--- config.mk ---
export PLATFORM = sky130hd
export DESIGN_NAME = ctl_port_top
export DESIGN_NICKNAME = d
export VERILOG_FILES = /design/src/rtl/ctl_port_pkg.sv /design/src/rtl/cp_sync.sv /design/src/rtl/cp_lockout.sv /design/src/rtl/cp_shifter.sv /design/src/rtl/cp_regbank.sv /design/src/rtl/ctl_port_top.sv
export SDC_FILE = /design/constraint.sdc
export NUM_CORES = 1
export LEC_CHECK = 0
export BUFFER_PORTS_ARGS = -buffer_cell sky130_fd_sc_hd__buf_2
export CORE_UTILIZATION = 52
export CTS_BUF_LIST = sky130_fd_sc_hd__clkbuf_2
export DETAILED_ROUTE_END_ITERATION = 7
export GPL_TIMING_DRIVEN = 0
export HOLD_SLACK_MARGIN = 0.05
export PLACE_DENSITY = 0.82
export SETUP_SLACK_MARGIN = 0.2
export SLEW_MARGIN = 20
export SYNTH_ARGS = -nofsm -noshare
export SYNTH_HDL_FRONTEND = slang
export SYNTH_SLANG_ARGS = --single-unit
--- constraint.sdc ---
create_clock -name clk -period 2.7 [get_ports clk]
set_input_delay 0.405 -clock clk [delete_from_list [all_inputs] [get_ports clk]]
set_output_delay 0.405 -clock clk [all_outputs]
set_load 0.01 [all_outputs]
--- src/rtl/ctl_port_pkg.sv ---
package ctl_port_pkg;
    localparam int WORD_W       = 16;
    localparam int ADDR_LSB     = 9;
    localparam int ADDR_W       = 2;
    localparam int NUM_REGS     = 1 << ADDR_W;
    localparam int DATA_W       = ADDR_LSB;
    localparam int RSVD_LSB     = ADDR_LSB + ADDR_W;
    localparam int ATT_W        = 8;
    localparam int ROUTE_W      = 4;
    localparam logic [ROUTE_W-1:0] ROUTE_STEREO = 4'h9;

    typedef logic [DATA_W-1:0] reg_word_t;

    function automatic reg_word_t reg_default(input int idx);
        reg_word_t v;
        case (idx)
            0, 1:    v = reg_word_t'({ATT_W{1'b1}});
            3:       v = reg_word_t'({ROUTE_STEREO, 4'h0});
            default: v = '0;
        endcase
        return v;
    endfunction
endpackage

--- src/rtl/cp_sync.sv ---
module cp_sync #(
    parameter int W = 1,
    parameter int STAGES = 2,
    parameter logic [W-1:0] RST_VAL = '0
) (
    input  logic         clk,
    input  logic         rst_n,
    input  logic [W-1:0] d,
    output logic [W-1:0] q
);
    logic [STAGES-1:0][W-1:0] pipe_d, pipe_q;

    always_comb begin
        pipe_d[0] = d;
        for (int i = 1; i < STAGES; i++) begin
            pipe_d[i] = pipe_q[i-1];
        end
    end

    always_ff @(posedge clk or negedge rst_n) begin
        if (!rst_n) pipe_q <= {STAGES{RST_VAL}};
        else        pipe_q <= pipe_d;
    end

    assign q = pipe_q[STAGES-1];
endmodule

--- src/rtl/cp_lockout.sv ---
module cp_lockout #(
    parameter int LOCK_CYCLES = 1024
) (
    input  logic clk,
    input  logic rst_n,
    output logic done_o
);
    localparam int LCW = $clog2(LOCK_CYCLES + 1);
    localparam logic [LCW-1:0] LIMIT = LCW'(LOCK_CYCLES);

    logic [LCW-1:0] cnt_d, cnt_q;

    always_comb begin
        cnt_d = (cnt_q == LIMIT) ? cnt_q : cnt_q + 1'b1;
    end

    always_ff @(posedge clk or negedge rst_n) begin
        if (!rst_n) cnt_q <= '0;
        else        cnt_q <= cnt_d;
    end

    assign done_o = (cnt_q == LIMIT);
endmodule

--- src/rtl/cp_shifter.sv ---
module cp_shifter #(
    parameter int WORD_W = 16,
    localparam int CNT_W = $clog2(WORD_W + 1)
) (
    input  logic              clk,
    input  logic              rst_n,
    input  logic              en,
    input  logic              sck,
    input  logic              sdi,
    input  logic              lat,
    output logic [WORD_W-1:0] word_o,
    output logic [CNT_W-1:0]  cnt_o,
    output logic              commit_o
);
    localparam logic [CNT_W-1:0] FULL = CNT_W'(WORD_W);

    typedef struct packed {
        logic              sck_prev;
        logic              lat_prev;
        logic [WORD_W-1:0] sh;
        logic [CNT_W-1:0]  cnt;
    } shf_t;

    shf_t st_d, st_q;
    logic rise, fall;

    always_comb begin
        st_d     = st_q;
        rise     = sck && !st_q.sck_prev;
        fall     = !lat && st_q.lat_prev;
        commit_o = en && fall && (st_q.cnt == FULL);
        st_d.sck_prev = sck;
        st_d.lat_prev = lat;
        if (!en) begin
            st_d.cnt = '0;
            st_d.sh  = '0;
        end else if (fall) begin
            st_d.cnt = '0;
        end else if (rise) begin
            st_d.sh = {st_q.sh[WORD_W-2:0], sdi};
            if (st_q.cnt != FULL) st_d.cnt = st_q.cnt + 1'b1;
        end
    end

    always_ff @(posedge clk or negedge rst_n) begin
        if (!rst_n) begin
            st_q.sck_prev <= 1'b0;
            st_q.lat_prev <= 1'b1;
            st_q.sh       <= '0;
            st_q.cnt      <= '0;
        end else begin
            st_q <= st_d;
        end
    end

    assign word_o = st_q.sh;
    assign cnt_o  = st_q.cnt;
endmodule

--- src/rtl/cp_regbank.sv ---
module cp_regbank
    import ctl_port_pkg::*;
(
    input  logic                             clk,
    input  logic                             rst_n,
    input  logic                             wr_en,
    input  logic [WORD_W-1:0]                word,
    output logic [NUM_REGS-1:0][DATA_W-1:0]  regs_o
);
    logic [NUM_REGS-1:0][DATA_W-1:0] regs_d, regs_q;
    logic [ADDR_W-1:0] addr;
    logic              rsvd_ok;

    always_comb begin
        addr    = word[ADDR_LSB +: ADDR_W];
        rsvd_ok = (word[WORD_W-1:RSVD_LSB] == '0);
        regs_d  = regs_q;
        for (int g = 0; g < NUM_REGS; g++) begin
            if (wr_en && rsvd_ok && (addr == ADDR_W'(g))) begin
                regs_d[g] = word[DATA_W-1:0];
            end
        end
    end

    always_ff @(posedge clk or negedge rst_n) begin
        if (!rst_n) begin
            for (int g = 0; g < NUM_REGS; g++) begin
                regs_q[g] <= reg_default(g);
            end
        end else begin
            regs_q <= regs_d;
        end
    end

    assign regs_o = regs_q;
endmodule

--- src/rtl/ctl_port_top.sv ---
module ctl_port_top
    import ctl_port_pkg::*;
#(
    parameter int LOCK_CYCLES = 1024,
    parameter int SYNC_STAGES = 2
) (
    input  logic               clk,
    input  logic               rst_n,
    input  logic               ext_rst_n,
    input  logic               ctl_clk,
    input  logic               ctl_data,
    input  logic               ctl_latch,
    output logic [ATT_W-1:0]   atten_l,
    output logic               load_l,
    output logic [ATT_W-1:0]   atten_r,
    output logic               load_r,
    output logic               mute,
    output logic [1:0]         deemph,
    output logic               out_en,
    output logic               zero_det_en,
    output logic               i2s_sel,
    output logic               lr_pol,
    output logic               word18,
    output logic               atten_shared,
    output logic [ROUTE_W-1:0] route_mode
);
    localparam int CNT_W = $clog2(WORD_W + 1);

    logic [3:0]                      pins_s;
    logic                            port_en;
    logic                            lock_done;
    logic                            commit;
    logic                            wr_go;
    logic [WORD_W-1:0]               wr_word;
    logic [CNT_W-1:0]                bit_cnt;
    logic [NUM_REGS-1:0][DATA_W-1:0] regs;
    logic                            unused_bits;

    cp_sync #(.W(4), .STAGES(SYNC_STAGES), .RST_VAL(4'b0100)) u_sync (
        .clk(clk), .rst_n(rst_n),
        .d({ext_rst_n, ctl_latch, ctl_data, ctl_clk}),
        .q(pins_s)
    );

    assign port_en = pins_s[3];

    cp_lockout #(.LOCK_CYCLES(LOCK_CYCLES)) u_lock (
        .clk(clk), .rst_n(rst_n), .done_o(lock_done)
    );

    cp_shifter #(.WORD_W(WORD_W)) u_shf (
        .clk(clk), .rst_n(rst_n), .en(port_en),
        .sck(pins_s[0]), .sdi(pins_s[1]), .lat(pins_s[2]),
        .word_o(wr_word), .cnt_o(bit_cnt), .commit_o(commit)
    );

    assign wr_go = commit && lock_done;

    cp_regbank u_bank (
        .clk(clk), .rst_n(rst_n), .wr_en(wr_go), .word(wr_word), .regs_o(regs)
    );

    assign atten_l      = regs[0][ATT_W-1:0];
    assign load_l       = regs[0][ATT_W];
    assign atten_r      = regs[1][ATT_W-1:0];
    assign load_r       = regs[1][ATT_W];
    assign mute         = regs[2][0];
    assign deemph       = regs[2][2:1];
    assign out_en       = regs[2][3];
    assign zero_det_en  = regs[2][4];
    assign i2s_sel      = regs[3][0];
    assign lr_pol       = regs[3][1];
    assign word18       = regs[3][2];
    assign atten_shared = regs[3][3];
    assign route_mode   = regs[3][7:4];
    assign unused_bits  = ^{regs[2][DATA_W-1:5], regs[3][DATA_W-1]};
endmodule

; ---- Word level (Yosys, flattened, before mapping)
; Cells that the tools add are included.
; Widths: inputs -> output; s select.
[totals]
reg_bits = 73
in_bits = 6
output_inout_bits = 31
wordCells = 44
[op_classes]
addsub = 2
eq_ne = 10
mux = 5
n_reduce_logical = 16
[op_table]
columns = operator, count
row1 = $mux 21, 2
row2 = $mux 16, 1
row3 = $add 11x1->11 const B, 1
row4 = $eq 11x11->1 const B, 1
row5 = $logic_and 1x1->1, 10
row6 = $mux 5, 2
row7 = $ne 3x1->1 const B, 2
row8 = $add 5x1->5 const B, 1
row9 = $eq 5x5->1 const B, 1
row10 = $logic_not 5->1, 1
row11 = $ne 5x5->1 const B, 1
row12 = $eq 2x2->1 const B, 2
row13 = $reduce_and 2->1, 2
row14 = $eq 2x1->1 const B, 1
row15 = $logic_not 1->1, 2
row16 = $logic_not 2->1, 1
row17 = $ne 2x1->1 const B, 1
row18 = $ne 2x2->1 const B, 1

; ---- Longest topological paths before layout
; Gate-level depths: netlist of run 1.
[logic_depth]
word_depth = 7
depth_mapped = 6
ltp_nobuf = 6

; ---- By module
; A second synthesis of run 1 with hierarchy kept.
[hier_totals]
hier_cells = 264
area_unflattened_um2 = 3423.3
[modules_own_cells]
columns = module, instances, cells_per_inst, area_per_inst_um2, seq_area_each_um2
row1 = cp_regbank, 1, 79, 1422.6, 923.4
row2 = cp_shifter, 1, 130, 1275.0, 576.8
row3 = cp_lockout, 1, 46, 516.7, 275.3
row4 = cp_sync, 1, 8, 202.7, 202.7
row5 = ctl_port_top, 1, 1, 6.3, 0.0

; ---- Least setup slack after synthesis of run 1
; OpenSTA, ideal clock, no wires.
[synth_timing]
kind = register -> register
from = register u_lock.cnt_q[0]
to = register u_bank.regs_q (netlist bit u_bank.regs_o[18])
setup_ns = 0.125
arrival_ns = 2.015
setup_slack_ns = 0.560
path_stages_with_launch = 7
n_path_buf = 0
path_cell_list = dfrtp_1 inv_1 ha_1 or4b_1 nor4_4 nand4b_2 mux2_2
[synth_between]
elab_chain_len = 4
[synth_lines]
columns = element, line
row1 = start: declaration, cp_lockout.sv:11  ; logic [LCW-1:0] cnt_d, cnt_q;
row2 = start signal: assignment, cp_lockout.sv:19  ; else cnt_q <= cnt_d;
row3 = $eq 11x11->1, cp_lockout.sv:22  ; assign done_o = (cnt_q == LIMIT);
row4 = $logic_and 1x1->1, ctl_port_top.sv:57  ; assign wr_go = commit && lock_done;
row5 = $logic_and 1x1->1 (2 in series), cp_regbank.sv:19  ; if (wr_en && rsvd_ok && (addr == ADDR_W'(g))) begin
row6 = end signal: indexed assignment, cp_regbank.sv:28  ; regs_q[g] <= reg_default(g);
row7 = end signal: assignment, cp_regbank.sv:31  ; regs_q <= regs_d;
row8 = end: declaration, cp_regbank.sv:10  ; logic [NUM_REGS-1:0][DATA_W-1:0] regs_d, regs_q;
; No other way between the ends.
; A chain may end at the register's enable or synchronous reset.

; ---- Worst setup path in the final report of run 1
[layout_timing]
from = register u_lock.cnt_q[4]
to = register u_bank.regs_q (netlist bit u_bank.regs_o[18])
; The elaborated chain is that of the path after synthesis.

==> results of run 1 <==
## what timing repair did
item,4_1_cts,5_1_grt
hold endpoints to repair,32,0
buffers inserted,0,1
setup endpoints to repair,0,3
hold buffers,5,0
## critical path: stages, from the launching register on
cell,delay (ns)
dfrtp_1,0.46
or4_1,0.62
nor4_4,0.52
nand4b_2,0.34
mux2_2,0.36
## power groups by stage
stage,Clock (mW),Combinational (mW),Sequential (mW)
after CTS,0.601,0.0593,1.11
after global placement,0,0.0483,1.13
after floorplan,0,0.0194,1.13
final,0.581,0.0580,1.11
after global routing,0.639,0.0664,1.11
after detailed placement,0,0.0539,1.13
## cells by family after synthesis
logic type | after synthesis | synth area share
buf+inv | 9 | 0.0115
simple gates | 74 | 0.147
fa+ha+maj | 4 | 0.0171
flops | 73 | 0.631
mux | 32 | 0.122
compound gates | 19 | 0.0324
xor+xnor | 13 | 0.0388
## state kept, by name (all words and copies together) (netlist names)
signal	count
u_bank.regs_o	31
u_shf.word_o	16
u_lock.cnt_q	11
u_shf.cnt_o	5
u_sync.pipe_d	4
u_sync.q	4
u_shf.st_q	2
## stage by stage
step	total power [mW]	hold WS (ns)	std cells	instance area, µm²	worst slack [ns]
3_3_place_gp	1.18	0.333	330	3200	0.378
6_report	1.75	0.361	353	3390	0.320
3_5_place_dp	1.18	0.338	331	3230	0.321
5_1_grt	1.82	0.348	353	3390	0.225
4_1_cts	1.77	0.332	352	3380	0.301
2_1_floorplan	1.15	0.109	224	2940	0.560
## area by class of cell
class | count | area, µm² | share of cell area
sequential | 73 | 1850 | 0.546
multi-input combinational | 142 | 1050 | 0.309
timing repair buffer | 43 | 260 | 0.0767
tap | 70 | 87.6 | 0.0258
clock inverter | 6 | 58.8 | 0.0173
clock buffer | 10 | 50.0 | 0.0148
inverter | 5 | 18.8 | 0.00553
buffer | 4 | 15.0 | 0.00443
## cells in the mapped netlist
cell        n
nand4bb_1   1
clkinv_1    1
and3_1      3
inv_1       4
or4_1       1
dfrtp_1    52
nand3_4     1
nand4_1     2
or3_1       1
or4b_1      1
mux2i_1     1
nor2b_1     1
nand4b_4    1
nand4b_2    1
mux2_2     31
nand3_1     4
a21oi_1    18
o21ai_0     1
nand4_4     1
and2_1      2
ha_1        4
nor2_1      9
nand2b_1    2
clkbuf_1    4
nor4_4      2
xor2_1      7
xnor2_1     6
or4_2       1
nand2_1    40
dfstp_2    21
## worst max path at each step
stage | to | slack [ns] | cells past startpoint
6_report | u_bank.regs_o[18] | 0.32 | 4
5_1_grt | u_bank.regs_o[22] | 0.23 | 4
4_1_cts | u_bank.regs_o[22] | 0.30 | 6
3_5_place_dp | u_bank.regs_o[18] | 0.32 | 6
3_3_place_gp | u_bank.regs_o[20] | 0.38 | 4
2_1_floorplan | u_bank.regs_o[18] | 0.56 | 6
## routing by layer
layer  global-route usage  up-vias  wire length (µm)
met3               0.0881       10               184
met4               0.0566        0                87
met5                    0        -                 0
met1                0.233      917              2260
met2                0.345       33              2720
li1                     -      870                 -
==> impl_metrics.yaml, run 1 <==
run_status:
  outcome: "complete, no violations"
finish:
  nNetsFinal: 288
  layout_commonest_cell: "dfrtp_1"
  num-fill-cells: 430
  final_cell_mix: "52 x dfrtp_1, 40 x nand2_1, 35 x buf_2"
  fin_util: 0.644
  syn2layout_area_growth_pct: 15.6
  antenna-diode-count: 0
  drive_gt1_frac: 0.396
synthesis:
  syn_inst: 224
  synth_top_area_share: 0.443
  avgSynthCellArea_um2: 13.1
  ys_warn_count: 0
  synth_area_leaders: "dfrtp_1 44%, dfstp_2 19%, mux2_2 12%"
  synth.net_count: 234
  synth.distinct_cells: 30
  ys_seq_elements: 73
  post-synth-top-area-cell: "dfrtp_1"
  synth_area_um2: 2940
  ys_seq_area_frac: 0.631
grt:
  first_global_vias: 1922
  grt.overflow.total: 0
  antenna_found_initial: 0
  grt.total_usage: 0.203
  grt_max_degree: 38
  grt_pass1_wl_mm: 9.11
drt:
  routed_wl_mm: 5.25
  firstDrtPassIters: 4
  drt-vias-per-instance: 5.18
  antenna_left: 0
  drc: 0
  dr.first_iter.drc_count: 52
  routedWlPerCell_um: 14.9
  num_vias: 1830
clock_network:
  h-tree-depth: 3
  clock_latency_ns: 0.52
  cts-resized-gates: 0
  cts_buffers: 9
  cts_buffer_depth: 2
  cts_tree: "yes"
  clock-sinks: 73
  root_buffer: "clkbuf_2"
  clkTransAtPathRegs_ns: 0.18
placed_design:
  portBuffers: 36
  place.gp.congestion: 0.747
  dp_hpwl_mm: 3.48
die:
  die-area_um2: 5950
  die_w_um: 77.1
  core_um2: 5270
  start_util: 0.557
  floorplan.rows: 26
  die_h_um: 77.1
  io_pins: 37
sta:
  tns_ns: 0
  fin_skew_ns: 0.0131
  finalCriticalPeriod_ns: 2.38
  slew_violations: 0
  max_freq_mhz: 420
  rsz0062_at_grt: "false"
  hold_viol_final: 0
  relSlewSlack: 0.634
  setup_violations: 0
  post-route-period-util: 0.882
  worst_pin_slew_ns: 0.545
pwr:
  p_per_area_nw_per_um2: 516
  leakage_nw: 1.68
  power.net_switching_mw: 0.416
  seqPwrFrac: 0.635
  p_sw_frac: 0.238
  max-vdd-ir-drop_mv: 0.363
  intPower_mw: 1.33
  p_clk_frac: 0.332
  power_frac_comb: 0.033
setup_path:
  r2r_cells: 4
  cp-startpoint: "u_lock.cnt_q[4]"
  worst-setup-path-type: "register to register"
  r2r-start: "u_lock.cnt_q[4]"
  cp_max_fo: 5
  rr_endpoint: "u_bank.regs_o[18]"
  cp-start-kind: "register"
  reg2reg_setup_slack_ns: 0.32
  crit_arrival_ns: 2.80
  end_kind: "register"
  cp.required_ns: 3.12
job:
  drv_cap: 0
worst_hold_path:
  hp-class: "input port to asynchronous set/reset pin"
(Power assumes the default switching activity.)
==> inputs of run 2 (changes only) <==
--- a/config.mk
+++ b/config.mk
@@ -6,12 +6,12 @@
 export NUM_CORES = 1
 export LEC_CHECK = 0
 export BUFFER_PORTS_ARGS = -buffer_cell sky130_fd_sc_hd__buf_2
-export CORE_UTILIZATION = 52
+export CORE_UTILIZATION = 50
 export CTS_BUF_LIST = sky130_fd_sc_hd__clkbuf_2
 export DETAILED_ROUTE_END_ITERATION = 7
 export GPL_TIMING_DRIVEN = 0
 export HOLD_SLACK_MARGIN = 0.05
-export PLACE_DENSITY = 0.82
+export PLACE_DENSITY = 0.79
 export SETUP_SLACK_MARGIN = 0.2
 export SLEW_MARGIN = 20
 export SYNTH_ARGS = -nofsm -noshare
==> run 2 against run 1 <==
Net effect:
- critical path type unchanged
- sequential power about the same
- largest power group unchanged
- die area up 3.9%
- sequential cell count stayed put
- clock power up 35%
- first-iteration DRC count grew to 2.6 times the previous value
- via count increased by 2.4%
- cell area grew 1.7%
- final cell count is 0.57% higher
- critical path depth did not move
- register-to-register slack barely moved
- worst hold slack got worse by 0.020 ns
- wire length fell by 1.7%
==> impl_metrics.yaml, run 2 (same netlist as run 1, synthesis figures left out) <==
run_status:
  outcome: "complete, no violations"
finish:
  fin_area_um2: 3450
  nNetsFinal: 288
  syn2layout_area_growth_pct: 17.5
  num-fill-cells: 454
  final_cell_mix: "52 x dfrtp_1, 40 x nand2_1, 35 x buf_2"
  antenna-diode-count: 0
  layout_commonest_cell: "dfrtp_1"
  largest_reg_flops: 31
  drive_gt1_frac: 0.396
sta:
  setup_violations: 0
  post-route-period-util: 0.878
  hold_viol_final: 0
  rsz0062_at_grt: "false"
  relSlewSlack: 0.625
  finalCriticalPeriod_ns: 2.37
  max_freq_mhz: 422
  tns_ns: 0
  fin_skew_ns: 0.0216
  worst_pin_slew_ns: 0.559
  slew_violations: 0
setup_path:
  cp.required_ns: 3.10
  cp_max_fo: 5
  r2r_cells: 4
  worst-path-stages: 4
  cp-start-kind: "register"
  cp_slowest_cell: "or4_2"
  path_delay_family: "simple AND/OR/NAND/NOR gates"
  worst-setup-path-type: "register to register"
  crit_arrival_ns: 2.77
  end_kind: "register"
  timing.critical_path.buf_inv: 0
  critPathMaxStageDelay_ns: 0.71
  path_cells: "or4_2 > nor4_4 > nand4b_2 > mux2_2"
grt:
  grt_max_degree: 45
  grt.overflow.total: 0
  antenna_found_initial: 0
  grt.total_usage: 0.189
  grt_pass1_wl_mm: 8.69
  first_global_vias: 1858
die:
  floorplan.rows: 27
  start_util: 0.527
  die_h_um: 78.6
  core_um2: 5570
  die-area_um2: 6180
  die_w_um: 78.6
  io_pins: 37
clock_network:
  clock_latency_ns: 0.50
  cts_buffers: 9
  h-tree-depth: 3
  cts_buffer_depth: 2
  clock-sinks: 73
  cts_tree: "yes"
  clkTransAtPathRegs_ns: 0.20
  root_buffer: "clkbuf_2"
worst_hold_path:
  hp-class: "input port to asynchronous set/reset pin"
pwr:
  max-vdd-ir-drop_mv: 0.425
  leakage_nw: 1.70
  finalPower_mw: 1.95
  p_per_area_nw_per_um2: 567
placed_design:
  place_area_um2: 3230
  place.gp.congestion: 0.756
  dp_hpwl_mm: 3.39
  portBuffers: 36
drt:
  dr.first_iter.drc_count: 133
  routed_wl_mm: 5.16
  num_vias: 1874
  antenna_left: 0
  firstDrtPassIters: 4
  drc: 0
  routedWlPerCell_um: 14.5
  drt-vias-per-instance: 5.28
job:
  drv_cap: 0
-- run 2: worst paths after layout --
path                                   from                 to  slack, ns
min in group clk           u_sync.pipe_d[6]        u_sync.q[2]       0.37
max in group asynchronous             rst_n   u_bank.regs_o[5]       1.73
max reg2reg                u_shf.word_o[13]  u_bank.regs_o[21]       0.33
max                        u_shf.word_o[13]  u_bank.regs_o[21]       0.33
min reg2reg                u_sync.pipe_d[6]        u_sync.q[2]       0.37
min                                   rst_n    u_shf.word_o[9]       0.34
-- run 2: where the power goes --
part	internal (mW)	leakage, nW	switching (mW)
combinational	0.0168	0.705	0.0414
sequential	1.11	0.912	0.00583
clock	0.399	0.0862	0.383
-- run 2: worst reg2reg max path: cells and delay by family, from the launching register on --
| kind | cells | cell delay [ns] |
|---|---|---|
| and+or+nand+nor | 3 | 1.48 |
| DFF | 1 | 0.45 |
| muxes | 1 | 0.35 |
-- run 2: per-stage QoR --
stage,util,std cells,hold slack (ns),setup slack [ns]
final,0.619,355,0.340,0.329
after global placement,0.575,332,0.333,0.402
after CTS,0.617,354,0.316,0.324
after detailed placement,0.579,333,0.336,0.360
after global routing,0.619,355,0.334,0.202
after floorplan,-,224,0.109,0.560
-- run 2: area by class of cell --
type                    instances  area, µm²  share of cell area
plain buffers                   4       15.0             0.00435
clock inverters                 7        118              0.0341
well taps                      72       90.1              0.0261
multi-input cells             142       1050               0.304
inverters                       5       18.8             0.00544
clock buffers                   9       45.0              0.0131
repair buffers                 43        260              0.0755
flip-flops and latches         73       1850               0.537
-- run 2: layer usage --
layer | global-route usage | vias to the layer above | part of all wire
li1 | - | 872 | -
met1 | 0.242 | 954 | 0.45
met2 | 0.294 | 41 | 0.49
met3 | 0.0430 | 7 | 0.044
met4 | 0.111 | 0 | 0.019
met5 | 0 | - | 0
-- run 2: repair_timing --
action	CTS	global route
hold buffers	5	0
endpoints found under the setup margin	0	1
resized for setup	0	0
buffers inserted	0	1
endpoints found under the hold margin	29	0
